===== src/rtl/risc_exec_pkg.sv =====
// Package: shared encodings and the decoded control bundle for the
// integer execution unit. Assumes the 6-bit opcode/function layout.
package risc_exec_pkg;

    localparam logic [5:0] OP_REG   = 6'h00;
    localparam logic [5:0] OP_ADDI  = 6'h08;
    localparam logic [5:0] OP_ADDIU = 6'h09;
    localparam logic [5:0] OP_SLTI  = 6'h0a;
    localparam logic [5:0] OP_SLTIU = 6'h0b;
    localparam logic [5:0] OP_ANDI  = 6'h0c;
    localparam logic [5:0] OP_ORI   = 6'h0d;
    localparam logic [5:0] OP_XORI  = 6'h0e;
    localparam logic [5:0] OP_LUI   = 6'h0f;

    localparam logic [5:0] FN_SLL  = 6'h00;
    localparam logic [5:0] FN_SRL  = 6'h02;
    localparam logic [5:0] FN_SRA  = 6'h03;
    localparam logic [5:0] FN_SLLV = 6'h04;
    localparam logic [5:0] FN_SRLV = 6'h06;
    localparam logic [5:0] FN_SRAV = 6'h07;
    localparam logic [5:0] FN_ADD  = 6'h20;
    localparam logic [5:0] FN_ADDU = 6'h21;
    localparam logic [5:0] FN_SUB  = 6'h22;
    localparam logic [5:0] FN_SUBU = 6'h23;
    localparam logic [5:0] FN_AND  = 6'h24;
    localparam logic [5:0] FN_OR   = 6'h25;
    localparam logic [5:0] FN_XOR  = 6'h26;
    localparam logic [5:0] FN_NOR  = 6'h27;
    localparam logic [5:0] FN_SLT  = 6'h2a;
    localparam logic [5:0] FN_SLTU = 6'h2b;

    typedef enum logic [3:0] {
        K_NONE, K_ADD, K_SUB, K_AND, K_OR, K_XOR, K_NOR,
        K_SLT, K_SLTU, K_SLL, K_SRL, K_SRA, K_LUI
    } exec_kind_e;

    typedef struct packed {
        exec_kind_e kind;
        logic       use_imm;   // operand B is the extended immediate
        logic       imm_sign;  // sign-extend (else zero-extend)
        logic       var_amt;   // shift count comes from rs
        logic       trap;      // signed overflow raises an exception
        logic       valid;     // encoding is recognised
        logic       dst_rt;    // write rt index (else rd)
    } exec_ctrl_t;

endpackage


===== src/rtl/exec_decode.sv =====
// Module: exec_decode
// Turns opcode and function field into the control bundle.
// Assumes: purely combinational; unknown encodings give K_NONE, valid=0.
module exec_decode
    import risc_exec_pkg::*;
(
    input  logic [5:0]  op_code,
    input  logic [5:0]  fn_code,
    output exec_ctrl_t  ctl
);

    // Purpose: map each supported encoding to its control settings.
    always_comb begin
        ctl = '{kind: K_NONE, use_imm: 1'b0, imm_sign: 1'b0, var_amt: 1'b0,
                trap: 1'b0, valid: 1'b0, dst_rt: 1'b0};
        if (op_code == OP_REG) begin
            ctl.valid = 1'b1;
            unique case (fn_code)
                FN_ADD:  begin ctl.kind = K_ADD; ctl.trap = 1'b1; end
                FN_ADDU: ctl.kind = K_ADD;
                FN_SUB:  begin ctl.kind = K_SUB; ctl.trap = 1'b1; end
                FN_SUBU: ctl.kind = K_SUB;
                FN_AND:  ctl.kind = K_AND;
                FN_OR:   ctl.kind = K_OR;
                FN_XOR:  ctl.kind = K_XOR;
                FN_NOR:  ctl.kind = K_NOR;
                FN_SLT:  ctl.kind = K_SLT;
                FN_SLTU: ctl.kind = K_SLTU;
                FN_SLL:  ctl.kind = K_SLL;
                FN_SRL:  ctl.kind = K_SRL;
                FN_SRA:  ctl.kind = K_SRA;
                FN_SLLV: begin ctl.kind = K_SLL; ctl.var_amt = 1'b1; end
                FN_SRLV: begin ctl.kind = K_SRL; ctl.var_amt = 1'b1; end
                FN_SRAV: begin ctl.kind = K_SRA; ctl.var_amt = 1'b1; end
                default: ctl.valid = 1'b0;
            endcase
        end else begin
            ctl.valid   = 1'b1;
            ctl.use_imm = 1'b1;
            ctl.dst_rt  = 1'b1;
            unique case (op_code)
                OP_ADDI:  begin ctl.kind = K_ADD;  ctl.imm_sign = 1'b1; ctl.trap = 1'b1; end
                OP_ADDIU: begin ctl.kind = K_ADD;  ctl.imm_sign = 1'b1; end
                OP_SLTI:  begin ctl.kind = K_SLT;  ctl.imm_sign = 1'b1; end
                OP_SLTIU: begin ctl.kind = K_SLTU; ctl.imm_sign = 1'b1; end
                OP_ANDI:  ctl.kind = K_AND;
                OP_ORI:   ctl.kind = K_OR;
                OP_XORI:  ctl.kind = K_XOR;
                OP_LUI:   ctl.kind = K_LUI;
                default:  ctl.valid = 1'b0;
            endcase
        end
    end

    // Purpose: an unrecognised encoding must never carry a live operation.
    always_comb begin
        if (!ctl.valid)
            a_r13_undef_is_idle: assert (ctl.kind == K_NONE && !ctl.trap)
                else $error("R13 undecoded encoding carries an operation");
    end

endmodule


===== src/rtl/exec_addsub.sv =====
// Module: exec_addsub
// Shared adder/subtractor and magnitude comparators.
// Assumes: two's complement operands of W bits.
module exec_addsub #(
    parameter int W = 32
) (
    input  logic [W-1:0] opa,
    input  logic [W-1:0] opb,
    input  logic         do_sub,
    output logic [W-1:0] sum,
    output logic         ovf,
    output logic         lt_signed,
    output logic         lt_unsigned
);

    logic [W-1:0] opb_eff;

    // Purpose: one adder serves both add and subtract (invert plus carry-in).
    always_comb begin
        opb_eff     = do_sub ? ~opb : opb;
        sum         = opa + opb_eff + {{(W-1){1'b0}}, do_sub};
        ovf         = (opa[W-1] == opb_eff[W-1]) && (sum[W-1] != opa[W-1]);
        lt_signed   = $signed(opa) < $signed(opb);
        lt_unsigned = opa < opb;
    end

endmodule


===== src/rtl/exec_shifter.sv =====
// Module: exec_shifter
// Logarithmic barrel shifter: right shifts with zero or sign fill, and
// left shifts done by bit-reversing around the right-shift core.
// Assumes: W is a power of two; amt has log2(W) bits.
module exec_shifter #(
    parameter int W = 32,
    localparam int SHW = $clog2(W)
) (
    input  logic [W-1:0]   din,
    input  logic [SHW-1:0] amt,
    input  logic           to_left,
    input  logic           sign_fill,
    output logic [W-1:0]   dout
);

    logic [W-1:0] din_rev;
    logic [W-1:0] core_rev;
    logic [W-1:0] stg [SHW+1];
    logic         fill;

    // Purpose: fill bit is the sign only for an arithmetic right shift.
    always_comb fill = sign_fill & !to_left & din[W-1];

    for (genvar i = 0; i < W; i++) begin : g_rev
        assign din_rev[i]  = din[W-1-i];
        assign core_rev[i] = stg[SHW][W-1-i];
    end

    assign stg[0] = to_left ? din_rev : din;

    for (genvar k = 0; k < SHW; k++) begin : g_stage
        localparam int STEP = 1 << k;
        assign stg[k+1] = amt[k] ? {{STEP{fill}}, stg[k][W-1:STEP]} : stg[k];
    end

    assign dout = to_left ? core_rev : stg[SHW];

    // Purpose: arithmetic right shift of a negative value stays negative.
    always_comb begin
        if (sign_fill && !to_left && din[W-1])
            a_r8_sign_kept: assert (dout[W-1])
                else $error("R8 arithmetic shift lost the sign bit");
    end

endmodule


===== src/rtl/risc_int_exec.sv =====
// Module: risc_int_exec (top)
// Combinational integer execution unit: decode, operand selection,
// adder, shifter and result multiplexer.
// Assumes: operand values are already read from the register file.
module risc_int_exec
    import risc_exec_pkg::*;
#(
    parameter int W    = 32,
    parameter int IMMW = 16,
    parameter int RIDX = 5,
    localparam int SHW = $clog2(W)
) (
    input  logic [5:0]      op_code,
    input  logic [5:0]      fn_code,
    input  logic [W-1:0]    rs_val,
    input  logic [W-1:0]    rt_val,
    input  logic [IMMW-1:0] imm16,
    input  logic [SHW-1:0]  shamt,
    input  logic [RIDX-1:0] rt_num,
    input  logic [RIDX-1:0] rd_num,
    output logic [W-1:0]    result,
    output logic [RIDX-1:0] dst_num,
    output logic            wr_en,
    output logic            ovf_trap
);

    exec_ctrl_t     ctl;
    logic [W-1:0]   imm_ext;
    logic [W-1:0]   opnd_b;
    logic [W-1:0]   sum;
    logic           ovf_raw;
    logic           lt_s;
    logic           lt_u;
    logic [SHW-1:0] sh_amt;
    logic [W-1:0]   sh_out;

    exec_decode u_dec (
        .op_code (op_code),
        .fn_code (fn_code),
        .ctl     (ctl)
    );

    // Purpose: extend the immediate and choose the second operand.
    always_comb begin
        imm_ext = ctl.imm_sign ? {{(W-IMMW){imm16[IMMW-1]}}, imm16}
                               : {{(W-IMMW){1'b0}}, imm16};
        opnd_b  = ctl.use_imm ? imm_ext : rt_val;
        sh_amt  = ctl.var_amt ? rs_val[SHW-1:0] : shamt;
    end

    exec_addsub #(.W(W)) u_add (
        .opa         (rs_val),
        .opb         (opnd_b),
        .do_sub      (ctl.kind == K_SUB),
        .sum         (sum),
        .ovf         (ovf_raw),
        .lt_signed   (lt_s),
        .lt_unsigned (lt_u)
    );

    exec_shifter #(.W(W)) u_shf (
        .din       (rt_val),
        .amt       (sh_amt),
        .to_left   (ctl.kind == K_SLL),
        .sign_fill (ctl.kind == K_SRA),
        .dout      (sh_out)
    );

    // Purpose: select the result word for the decoded operation.
    always_comb begin
        unique case (ctl.kind)
            K_ADD, K_SUB: result = sum;
            K_AND:        result = rs_val & opnd_b;
            K_OR:         result = rs_val | opnd_b;
            K_XOR:        result = rs_val ^ opnd_b;
            K_NOR:        result = ~(rs_val | opnd_b);
            K_SLT:        result = {{(W-1){1'b0}}, lt_s};
            K_SLTU:       result = {{(W-1){1'b0}}, lt_u};
            K_SLL, K_SRL, K_SRA: result = sh_out;
            K_LUI:        result = {imm16, {(W-IMMW){1'b0}}};
            default:      result = '0;
        endcase
    end

    // Purpose: write control, trap request and destination index.
    always_comb begin
        ovf_trap = ctl.valid & ctl.trap & ovf_raw;
        wr_en    = ctl.valid & !ovf_trap;
        dst_num  = ctl.dst_rt ? rt_num : rd_num;
    end

    // Purpose: guard write suppression, compare width and upper-load shape.
    always_comb begin
        if (ctl.trap && ctl.kind == K_ADD && rs_val[W-1] == opnd_b[W-1]
            && result[W-1] != rs_val[W-1])
            a_r2_no_write_on_overflow: assert (ovf_trap && !wr_en)
                else $error("R2 overflowed trapping add still writes");
        if (ctl.valid && !ctl.trap)
            a_r3_no_trap_unsigned: assert (!ovf_trap && wr_en)
                else $error("R3 non-trapping operation raised a trap");
        if (ctl.kind == K_SLT || ctl.kind == K_SLTU)
            a_r5_compare_is_bit: assert (result[W-1:1] == '0)
                else $error("R5 compare result wider than one bit");
        if (ctl.kind == K_LUI)
            a_r11_lui_low_clear: assert (result[W-IMMW-1:0] == '0)
                else $error("R11 upper-load left low bits set");
    end

endmodule


===== config.mk =====
export PLATFORM = sky130hd
export DESIGN_NAME = risc_int_exec
export DESIGN_NICKNAME = d
export VERILOG_FILES = /design/src/rtl/risc_exec_pkg.sv /design/src/rtl/exec_decode.sv /design/src/rtl/exec_addsub.sv /design/src/rtl/exec_shifter.sv /design/src/rtl/risc_int_exec.sv
export SDC_FILE = /design/constraint.sdc
export NUM_CORES = 1
export LEC_CHECK = 0
export ABC_AREA = 1
export BUFFER_PORTS_ARGS = -buffer_cell sky130_fd_sc_hd__buf_2
export CORE_ASPECT_RATIO = 1.25
export CORE_MARGIN = 10
export CORE_UTILIZATION = 42
export DETAILED_ROUTE_END_ITERATION = 6
export SETUP_SLACK_MARGIN = 0.5
export SLEW_MARGIN = 10
export SYNTH_ARGS = -nofsm -noshare
export SYNTH_HDL_FRONTEND = slang
export SYNTH_SLANG_ARGS = --single-unit

===== constraint.sdc =====
create_clock -name vclk -period 8.25
set_input_delay 0 -clock vclk [all_inputs]
set_output_delay 0 -clock vclk [all_outputs]
set_load 0.03 [all_outputs]

* Yosys cells after proc, flatten, opt, wreduce, memory -nomap -nowiden *
Index checks and enable logic that the tools add are counted.

word-level totals
  register bits = 0
  latch bits = 0
  memory bits (writable) = 0
  ROM bits = 0
  bits of input ports = 107
  logic and storage cells = 94
  memories = 0

operators by class
  add/sub/neg operators = 2
  $mul = 0
  div/mod/pow operators = 0
  $lt $le $gt $ge = 2
  equality and inequality tests = 37
  shift operators = 0
  multiplexer cells = 25
  bitwise gates (word level) = 10
  reductions and logical operators = 18

operators with widths
  kind                number
  $mux 32             10
  $pmux 32 s9         1
  $lt 32x32->1        2
  $not 32->32         2
  $eq 6x6->1 const B  10
  $eq 6x4->1 const B  8
  $pmux 4 s11         1
  $add 32x1->32       1
  $add 32x32->32      1
  $and 32x32->32      1
  $or 32x32->32       1
  $xor 32x32->32      1
  $pmux 4 s7          1
  $eq 4x4->1 const B  5
  $eq 6x3->1 const B  3
  $eq 4x3->1 const B  4
  $reduce_or 16->1    1
  $reduce_or 2->1     8
  $eq 6x2->1 const B  2
  $logic_not 6->1     2
  $mux 5              2
  $eq 4x2->1 const B  2
  $reduce_or 8->1     1
  $mux 1              7
  other kinds (10)    17

* Logic depth before layout (Yosys ltp) *
  depth after elaboration = 15
  gate-level depth with buffers = 29
  depth with buffers taken out = 28

* By module *
Synthesis repeated with hierarchy kept, for this count alone.

unflattened totals
  cells, all modules = 1,927
  area total of the unflattened synthesis = 9,730.6 sq um

by module, submodules not included
  module         instances  cells an instance  area each (sq um)  seq. area each (sq um)
  risc_int_exec  1          713                3,435.8            0.0
  exec_addsub    1          585                3,315.7            0.0
  exec_shifter   1          557                2,631.3            0.0
  exec_decode    1          72                 347.8              0.0

* Worst setup path after synthesis *
No wires, ideal clock.

  path type = input port to output port
  start point = in op_code[0]
  end point = out result[18]
  arrival = 3.484 ns
  data required time = 8.250 ns
  slack = 4.766 ns
  cell stages on the path = 26
  buffers on the path = 3
  cells stage by stage = inv_1 -> nand3_2 -> nor2_4 -> inv_2 -> buf_6 -> clkbuf_1 -> clkbuf_1 -> nand2_1 -> o21ai_0 -> inv_1 -> xor2_1 -> fa_1 -> nand2_1 -> inv_1 -> o21ai_1 -> nand2_1 -> a21boi_0 -> o21ai_1 -> nand3_1 -> nand2_1 -> a21boi_0 -> o21ai_0 -> o21ai_1 -> a21oi_1 -> a211oi_1 -> nand2_1

on the way
  word-level cells in the longest chain between the ends = 15
  elaborated cells between the ends (all ways) = 52
  those cells by class = 2 x add/sub; 20 x eq/ne; 17 x mux; 7 x bitwise; 6 x reduce/logical

ends and longest elaborated chain
  item                                                     RTL line             text
  from (decl)                                              risc_int_exec.sv:13  input logic [5:0] op_code,
  branches (longest 14 deep; another with $add 32x32->32)  n/a
  $pmux 32 s9 (*)                                          risc_int_exec.sv:71  unique case (ctl.kind)
  to (decl)                                                risc_int_exec.sv:21  output logic [W-1:0] result,

Every way passes the cells marked *.

* Worst setup path after layout *
  start point = in op_code[1]
  end point = out result[18]

Same word-level chain as after synthesis.

==> metrics.txt <==
Pins Over Slew Limit=0; first-pass GRT wire length=approximately 58 mm; CP required=8.25 ns; Port Buffer Count=146; synth cell count leaders=nand2_1, nand3_1, inv_1, ha_1, a21oi_1; global route overflow=0; Setup TNS Final=0 ns; Max-cap violations=0; switching pwr=0.359 mW; DRC=0; initial core utilization=42.8%; yosys warns=0; die footprint=roughly 27000 µm²; CLK BUF=0; Internal=~0.16 mW; Post-Syn Area=8600 µm²; Layout area overhead=9.40%; area of the core=roughly 20000 µm²; CP Class=primary input to output pin; via count=between 10000 and 15000; initial antenna violation count=1; status=completed; Placer Congestion=between 0.9 and 1; CTS resizes=0; final WL=slightly below 40 mm; Switching Share=roughly 69%; Final period util=~64%; largest net degree at the start of global routing=57; Synth cell types=between 40 and 50; Vias/cell=5.83; Leak=around 5.1 nW; # rows=between 50 and 60; hold_buf cts=0; worst-path maximum fanout=56; placed wire-length estimate=roughly 32 mm; Syn Nets=roughly 1800; Final min period=approximately 5.3 ns; Fin. Hold Viols=0; largest area contributor in the netlist=nand3_1; share of cells above drive strength 1=between 10 and 15%; syn avg cell area=between 5 and 6 µm²; num ports=146; GRT Util Overall=a little over a quarter; remaining antenna violation count=0; post-synth top area share=between 20% and 30%; Worst Path Arrival=between 5 and 6 ns; RSZ-0062 raised after global routing=no; Slew @ Worst Pin=between 1 and 1.5 ns; WL/cell=around 20 µm; ranking of synthesized cells by area=nand3_1, ha_1, nand2_1; Hold WC Path Type=primary input to output pin; # setup viols final=0; Max Fclk=about 0.19 GHz; post-CTS setup buffer count=0; Peak VDD IR=around 27 µV; startpoint types=primary input; endpoint type of the worst setup path=output pin; Seq/Total Area, Yosys=0%; die width=148 µm; combinational fraction of design power=100.0%; register area=0 µm²; Reg power frac=0%; initial DRC count=1156; clock share of power=0%; top-count cell post-synth=nand2_1; Post-Synthesis Cells=1582; DRT Pass-1 Iters=6; Die H=between 150 and 200 µm; total power=about 0.52 mW; sequential cell count=0; vias in the first global route=approximately 10000; Max-slew headroom=a little over a fifth; nets@finish=roughly 1900; Pwr Density=55.0 nW/µm²
-- placed cells by master (no fill, tap or decap), drive strengths merged, types with 5 or more instances in the layout --
cell type,count
a21oi,77
o211ai,6
o21ai,95
nor4,7
o2111ai,13
nand3,379
ha,128
nor3,9
a221oi,10
nor2,90
a211oi,18
inv,184
buf,158
xor2,33
o31ai,5
nand2,399
nand4,21
-- worst max-delay path, cell delays in order --
cell	delay, ns
buf_2	0.12
nor2_2	0.14
nand3_2	0.12
nor2_4	0.26
inv_2	0.38
nand2_1	0.20
nand2_2	0.34
nor2_2	0.24
nand2_2	0.06
buf_4	0.28
xor2_1	0.24
fa_1	0.42
nand2_1	0.08
inv_1	0.05
o21ai_1	0.12
nand2_1	0.09
a21boi_0	0.29
o21ai_1	0.21
nand3_1	0.11
nand2_1	0.08
a21boi_0	0.29
o21ai_0	0.17
o21ai_1	0.14
a21oi_1	0.05
a211oi_1	0.41
nand2_1	0.13
buf_2	0.20
-- stage by stage --
stage	worst slack, ns	hold WS [ns]	utilization, %	area [µm²]	std cells
after floorplan	4.77	0.220	-	8600	1582
after global placement	3.17	0.345	46.8	9400	1935
after detailed placement	3.04	0.349	46.8	9400	1935
after CTS	3.03	0.352	46.8	9400	1935
after global routing	2.43	0.377	46.8	9410	1936
final	2.96	0.347	46.8	9410	1936
-- path summary, 6_finish.rpt --
check	start	end	slack (ns)	cells after the start
worst max-delay path	op_code[1]	result[18]	2.96	27
worst min-delay path	rt_num[1]	dst_num[1]	0.35	4
-- power by group through the flow --
| stage | clock network (mW) | registers [mW] | logic, mW |
|---|---|---|---|
| CTS | 0 | 0 | 0.509 |
| global route | 0.0000000162 | 0 | 0.570 |
| floorplan | 0 | 0 | 0.342 |
| global placement | 0 | 0 | 0.506 |
| detailed placement | 0 | 0 | 0.507 |
| finish | 0.0000000162 | 0 | 0.518 |
-- layer usage --
metal | wire length [µm] | up-vias | track usage [%]
met4 | 1840 | 0 | 10.8
met1 | 14700 | 5159 | 31.5
li1 | - | 5541 | -
met3 | 2590 | 93 | 2.21
met5 | 0 | - | 0
met2 | 19400 | 503 | 48.6
-- layout make-up --
cell class | count | area [µm²]
Tap cell | 270 | 338
Multi-Input combinational cell | 1323 | 7550
Timing Repair Buffer | 158 | 821
Antenna cell | 1 | 2.50
Inverter | 184 | 691
Fill cell | 2367 | 10700
-- cells by family (layout without fill, tap and decap cells) --
group	count (synthesis)	count (layout)	synth area share, %
compound gates	244	244	16.9
xor+xnor	35	35	3.57
fa+ha+maj	129	129	18.9
buf+inv	259	342	12.3
other cells	0	1	0
simple gates	915	915	48.3
Power figures use the tool's default switching activity.
